$ cat config.mk
export PLATFORM = sky130hd
export DESIGN_NAME = issue_scoreboard
export DESIGN_NICKNAME = d
export VERILOG_FILES = /design/src/rtl/sb_pkg.sv /design/src/rtl/sb_ptr_ctrl.sv /design/src/rtl/sb_slot_store.sv /design/src/rtl/sb_match.sv /design/src/rtl/issue_scoreboard.sv
export SDC_FILE = /design/constraint.sdc
export NUM_CORES = 1
export LEC_CHECK = 0
export ABC_AREA = 1
export BUFFER_PORTS_ARGS = -buffer_cell sky130_fd_sc_hd__buf_2
export CAP_MARGIN = 20
export CORE_MARGIN = 4
export CORE_UTILIZATION = 40
export CTS_CLUSTER_SIZE = 16
export DETAILED_ROUTE_END_ITERATION = 7
export PLACE_DENSITY = 0.69
export SLEW_MARGIN = 20
export SYNTH_ARGS = -nofsm -noshare
export SYNTH_HDL_FRONTEND = slang
export SYNTH_SLANG_ARGS = --single-unit
$ cat constraint.sdc
create_clock -name clk -period 1.1 [get_ports clk]
set_input_delay 0.22 -clock clk [delete_from_list [all_inputs] [get_ports clk]]
set_output_delay 0.22 -clock clk [all_outputs]
set_load 0.02 [all_outputs]
$ cat src/rtl/sb_pkg.sv
package sb_pkg;
    typedef enum logic [1:0] {
        SB_EMPTY   = 2'd0,
        SB_PARTIAL = 2'd1,
        SB_FULL    = 2'd2
    } sb_state_e;
endpackage

$ cat src/rtl/sb_ptr_ctrl.sv
module sb_ptr_ctrl
    import sb_pkg::*;
#(
    parameter int DEPTH = 4,
    parameter int PTR_W = 2
) (
    input  logic             clk,
    input  logic             rst_n,
    input  logic             flush,
    input  logic             push_req,
    input  logic             pop_req,
    output logic             push_fire,
    output logic             pop_fire,
    output logic             clear,
    output logic [PTR_W-1:0] wr_ptr,
    output logic [PTR_W-1:0] rd_ptr,
    output logic             full
);
    localparam int CNT_W = $clog2(DEPTH + 1);

    sb_state_e        state_q, state_d;
    logic [CNT_W-1:0] cnt_q, cnt_d;

    function automatic logic [PTR_W-1:0] bump(input logic [PTR_W-1:0] p);
        if (p == PTR_W'(DEPTH - 1)) return '0;
        return p + 1'b1;
    endfunction

    // Accepted operations
    always_comb begin
        clear     = flush;
        push_fire = push_req && (state_q != SB_FULL)  && !flush;
        pop_fire  = pop_req  && (state_q != SB_EMPTY) && !flush;
    end

    // Next-state and count
    always_comb begin
        state_d = state_q;
        cnt_d   = cnt_q;
        if (push_fire && !pop_fire) cnt_d = cnt_q + 1'b1;
        if (pop_fire && !push_fire) cnt_d = cnt_q - 1'b1;
        if (flush)                  cnt_d = '0;
        unique case (state_q)
            SB_EMPTY: begin
                if (push_fire)
                    state_d = (DEPTH == 1) ? SB_FULL : SB_PARTIAL;
            end
            SB_PARTIAL: begin
                if (flush)
                    state_d = SB_EMPTY;
                else if (push_fire && !pop_fire && cnt_q == CNT_W'(DEPTH - 1))
                    state_d = SB_FULL;
                else if (pop_fire && !push_fire && cnt_q == CNT_W'(1))
                    state_d = SB_EMPTY;
            end
            SB_FULL: begin
                if (flush)
                    state_d = SB_EMPTY;
                else if (pop_fire)
                    state_d = (DEPTH == 1) ? SB_EMPTY : SB_PARTIAL;
            end
            default: state_d = SB_EMPTY;
        endcase
    end

    // State register and pointers
    always_ff @(posedge clk or negedge rst_n) begin
        if (!rst_n) begin
            state_q <= SB_EMPTY;
            cnt_q   <= '0;
            wr_ptr  <= '0;
            rd_ptr  <= '0;
        end else begin
            state_q <= state_d;
            cnt_q   <= cnt_d;
            if (flush) begin
                wr_ptr <= '0;
                rd_ptr <= '0;
            end else begin
                if (push_fire) wr_ptr <= bump(wr_ptr);
                if (pop_fire)  rd_ptr <= bump(rd_ptr);
            end
        end
    end

    // Outputs decoded from state
    always_comb begin
        full = (state_q == SB_FULL);
    end
endmodule

$ cat src/rtl/sb_slot_store.sv
module sb_slot_store #(
    parameter int DEPTH = 4,
    parameter int REG_W = 5,
    parameter int PTR_W = 2
) (
    input  logic                        clk,
    input  logic                        rst_n,
    input  logic                        clear,
    input  logic                        push_fire,
    input  logic                        pop_fire,
    input  logic [PTR_W-1:0]            wr_ptr,
    input  logic [PTR_W-1:0]            rd_ptr,
    input  logic [REG_W-1:0]            push_dst,
    output logic [DEPTH-1:0]            slot_vld,
    output logic [DEPTH-1:0][REG_W-1:0] slot_dst
);
    for (genvar i = 0; i < DEPTH; i++) begin : g_slot
        logic wr_here, rd_here;
        assign wr_here = push_fire && (wr_ptr == PTR_W'(i));
        assign rd_here = pop_fire  && (rd_ptr == PTR_W'(i));

        always_ff @(posedge clk or negedge rst_n) begin
            if (!rst_n) begin
                slot_vld[i] <= 1'b0;
                slot_dst[i] <= '0;
            end else begin
                if (clear)        slot_vld[i] <= 1'b0;
                else if (wr_here) slot_vld[i] <= 1'b1;
                else if (rd_here) slot_vld[i] <= 1'b0;
                if (wr_here)      slot_dst[i] <= push_dst;
            end
        end
    end
endmodule

$ cat src/rtl/sb_match.sv
module sb_match #(
    parameter int DEPTH = 4,
    parameter int REG_W = 5
) (
    input  logic [DEPTH-1:0]            slot_vld,
    input  logic [DEPTH-1:0][REG_W-1:0] slot_dst,
    input  logic                        rs1_vld,
    input  logic [REG_W-1:0]            rs1_idx,
    input  logic                        rs2_vld,
    input  logic [REG_W-1:0]            rs2_idx,
    output logic                        hit
);
    logic             s1_live, s2_live;
    logic [DEPTH-1:0] per_slot;

    assign s1_live = rs1_vld && (rs1_idx != '0);
    assign s2_live = rs2_vld && (rs2_idx != '0);

    for (genvar i = 0; i < DEPTH; i++) begin : g_cmp
        assign per_slot[i] = slot_vld[i] &&
            ((s1_live && slot_dst[i] == rs1_idx) ||
             (s2_live && slot_dst[i] == rs2_idx));
    end

    assign hit = |per_slot;
endmodule

$ cat src/rtl/issue_scoreboard.sv
module issue_scoreboard #(
    parameter int DEPTH = 4,
    parameter int REG_W = 5
) (
    input  logic             clk,
    input  logic             rst_n,
    input  logic             flush,
    input  logic             rs1_vld,
    input  logic [REG_W-1:0] rs1_idx,
    input  logic             rs2_vld,
    input  logic [REG_W-1:0] rs2_idx,
    output logic             hit,
    input  logic             ins_en,
    input  logic             ins_dst_vld,
    input  logic [REG_W-1:0] ins_dst,
    output logic             ins_ready,
    input  logic             rem_en
);
    localparam int PTR_W = (DEPTH > 1) ? $clog2(DEPTH) : 1;

    logic                        push_fire, pop_fire, clear, full;
    logic [PTR_W-1:0]            wr_ptr, rd_ptr;
    logic [DEPTH-1:0]            slot_vld;
    logic [DEPTH-1:0][REG_W-1:0] slot_dst;

    sb_ptr_ctrl #(.DEPTH(DEPTH), .PTR_W(PTR_W)) u_ctrl (
        .clk       (clk),
        .rst_n     (rst_n),
        .flush     (flush),
        .push_req  (ins_en && ins_dst_vld),
        .pop_req   (rem_en),
        .push_fire (push_fire),
        .pop_fire  (pop_fire),
        .clear     (clear),
        .wr_ptr    (wr_ptr),
        .rd_ptr    (rd_ptr),
        .full      (full)
    );

    sb_slot_store #(.DEPTH(DEPTH), .REG_W(REG_W), .PTR_W(PTR_W)) u_store (
        .clk       (clk),
        .rst_n     (rst_n),
        .clear     (clear),
        .push_fire (push_fire),
        .pop_fire  (pop_fire),
        .wr_ptr    (wr_ptr),
        .rd_ptr    (rd_ptr),
        .push_dst  (ins_dst),
        .slot_vld  (slot_vld),
        .slot_dst  (slot_dst)
    );

    sb_match #(.DEPTH(DEPTH), .REG_W(REG_W)) u_match (
        .slot_vld (slot_vld),
        .slot_dst (slot_dst),
        .rs1_vld  (rs1_vld),
        .rs1_idx  (rs1_idx),
        .rs2_vld  (rs2_vld),
        .rs2_idx  (rs2_idx),
        .hit      (hit)
    );

    assign ins_ready = !full;
endmodule

==> summary.md <==
| Metric | Value |
|---|---|
| Status | finished, violations left |
| Failing checks | negative setup slack |
| Cell count after placement | 379 |
| Commonest cells after routing, fill and taps aside | nand2_1 (38), dfrtp_1 (32), inv_1 (26) |
| Slew headroom | 0.843 |
| Starting DRT DRC Count | 87 |
| Pre-CTS setup slack | -0.334 ns |
| Worst-path clk slew | 0.07 ns |
| Core Region | 5270 µm² |
| Vias per cell | 4.86 |
| TritonCTS clock tree | yes |
| Initial Utilization | 0.425 |
| P_sw | 1.54 mW |
| Arrival time at the worst endpoint | 1.56 ns |
| Flop pwr share | 0.397 |
| Area growth from synthesis to layout | 37.0% |
| CP Class | register to primary output |
| PwrDens | 1360 nW/µm² |
| Register bit count reported by yosys | 33 |
| Max-cap violations | 0 |
| Peak VDD IR | 0.752 mV |
| Vias in the first global route | 2045 |
| Post-DP HPWL | 3700 µm |
| Final hold vios | 0 |
| RePlAce Congestion | 0.860 |
| Crit-path max FO | 3 |
| Internal Power | 2.63 mW |
| Height of the die | 82.9 µm |
| Max-slew violations | 0 |
| Final Cycle Share | 1.62 |
| I/O pin total | 25 |
| CP cell instances | xnor2_1, nand2_1, nor2_1, nand2_1, nand2_1, nand2_1, nand2_1, inv_1, nand2_2, buf_6 |
| Share of the yosys chip area belonging to registers | 0.369 |
| Clk root buf | clkbuf_8 |
| Setup crit start kind | register |
| Skew-Pair Late Insertion Delay | 0.29 ns |
| Leak | 1.50 nW |
| Chip Width | 82.9 µm |
| Synth unique cells | 24 |
| Power share of the combinational group | 0.391 |
| Die area | 6860 µm² |
| FP Rows | 26 |
| Wire length per cell | 13.8 µm |
| Nets | 364 |
| WP data required | 0.88 ns |
| H-tree depth | 2 |
| Sw frac | 0.369 |
| Largest net degree at the start of global routing | 34 |
| Synthesis warning total | 0 |
| Final Total Pwr | 4.17 mW |
| Critical path's slowest cell | dfrtp_1 |
| CP most frequent cell | nand2_1 |
| Synthesized area | 2240 µm² |
| Input/output buffers | 24 |
| Layout cells sized above 1 | 0.397 |
| CP delay by family, top | simple AND/OR/NAND/NOR gates |
| Total GRT Usage | 0.166 |
| Total gr overflow | 0 |
| First-pass GRT wire length | 9260 µm |
| Final setup fails | 34 |
| Syn_nets | 317 |
| Syn avg cell area | 7.95 µm² |
| Initial antenna violation count | 0 |
| Post-route cell area | 3070 µm² |
| Wirelength, routed | 5500 µm |
| Clk pwr share | 0.212 |
| DR DRC count | 0 |
| Worst Clk Skew | 0.00500 ns |
| Worst Hold Class | input pin to register |
| Post-Syn Instances | 282 |
| Final min period | 1.78 ns |
| Via count | 1944 |
| Most common cell after layout, fill and taps aside | nand2_1 |
| Slew at the pin closest to its max-slew limit | 0.234 ns |
| RSZ-0062 raised after global routing | true |
| Crit path largest cell delay | 0.43 ns |
| CP Capture Type | primary output |
| Antenna Diode Count | 0 |
| Worst reg2reg setup slack | -0.26 ns |
| Total iterations of the first detailed-routing run | 4 |
| Min setup slack post-route | -0.685 ns |
| Final ANT Viol Nets | 0 |
| FMAX | 0.560 GHz |
| Area of placed instances | 2510 µm² |
| Layout Cells excl Fill | 400 |
| Clk buf depth | 2 |
| Buf+Inv Stages, Crit Path | 2 |
| CTS Buf Count | 5 |
| Num Clock Sinks | 33 |
==> flip-flops by register name (all words and copies together) (netlist names) <==
| name | count |
|---|---|
| u_store.slot_dst | 20 |
| u_store.slot_vld | 4 |
| u_ctrl.cnt_q | 3 |
| u_ctrl.rd_ptr | 2 |
| u_ctrl.state_q | 2 |
| u_ctrl.wr_ptr | 2 |
==> power by group through the flow <==
stage	registers, mW	logic, mW	clock network (mW)
after floorplan	1.60	0.826	0
after global placement	1.64	1.11	0
after detailed placement	1.65	1.15	0
after CTS	1.64	1.43	0.904
after global routing	1.68	1.82	0.971
final	1.66	1.63	0.883
==> worst reg2reg max path, stage by stage, from the launching register on <==
cell and delay [ns]:
dfrtp_1 0.42, nand2_4 0.10, nand3_4 0.10, nor2_8 0.17, buf_6 0.16, nand2_4 0.06
nand3_4 0.12, nand3_2 0.09, o21ai_2 0.07
==> path summary, 6_finish.rpt <==
path	from	endpoint	cells past startpoint
max reg2reg	u_ctrl.state_q[1]	u_ctrl.cnt_q[0]	8
min reg2reg	u_store.slot_vld[2]	u_store.slot_vld[2]	2
min in group asynchronous	rst_n	u_store.slot_dst[17]	3
min	ins_dst[1]	u_store.slot_dst[16]	3
max in group asynchronous	rst_n	u_store.slot_dst[1]	3
max	u_store.slot_dst[19]	hit	10
==> metrics by stage <==
stage	utilization	hold slack, ns	TNS (ns)
after floorplan	-	-0.0756	-2.97
after global placement	0.476	0.188	-3.14
after detailed placement	0.476	0.190	-3.60
after CTS	0.547	0.235	-5.91
after global routing	0.582	0.267	-8.07
final	0.582	0.245	-5.88
==> cells by family after synthesis <==
| group | count (synthesis) | synth area share |
|---|---|---|
| adders and majority gates | 12 | 0.0670 |
| DFF | 33 | 0.369 |
| and+or+nand+nor | 112 | 0.224 |
| AOI/OAI and AO/OA | 41 | 0.0977 |
| xor gates and xnor gates | 37 | 0.145 |
| buffers and inverters | 47 | 0.0983 |
==> Yosys cell counts, drive strengths merged <==
cell type	n	area, µm²
a21oi	1	5.00
buf	14	95.1
clkbuf	1	5.00
dfrtp	33	826
ha	12	150
inv	32	120
nand2	66	258
nand3	17	108
nand3b	2	15.0
nand4	1	6.26
nor2	25	110
nor3	1	5.00
o21ai	39	206
o31ai	1	7.51
xnor2	15	131
xor2	22	193
==> final cells by class <==
cell class / instances / area (µm²)
Sequential cell: 33 / 827
Timing Repair Buffer: 53 / 423
Clock buffer: 6 / 72.6
Tap cell: 70 / 87.6
Fill cell: 503 / 2200
Inverter: 32 / 125
Multi-Input combinational cell: 204 / 1520
Clock inverter: 2 / 10.0
==> layer usage <==
| layer | vias up | part of all wire | track usage |
|---|---|---|---|
| met4 | 0 | 0.025 | 0.0669 |
| met5 | - | 0 | 0 |
| li1 | 981 | - | - |
| met3 | 12 | 0.037 | 0.0366 |
| met2 | 38 | 0.49 | 0.277 |
| met1 | 913 | 0.45 | 0.207 |
==> what timing repair did <==
item                                   in CTS  in global routing
gates resized for setup                    62                 48
setup endpoints to repair                  33                 35
pin swaps                                   7                 18
endpoints found under the hold margin      33                  0
gates cloned                                2                  0
setup buffers                               6                  5
hold buffers                                1                  0
Note: power is estimated with default switching activity, not from simulation.
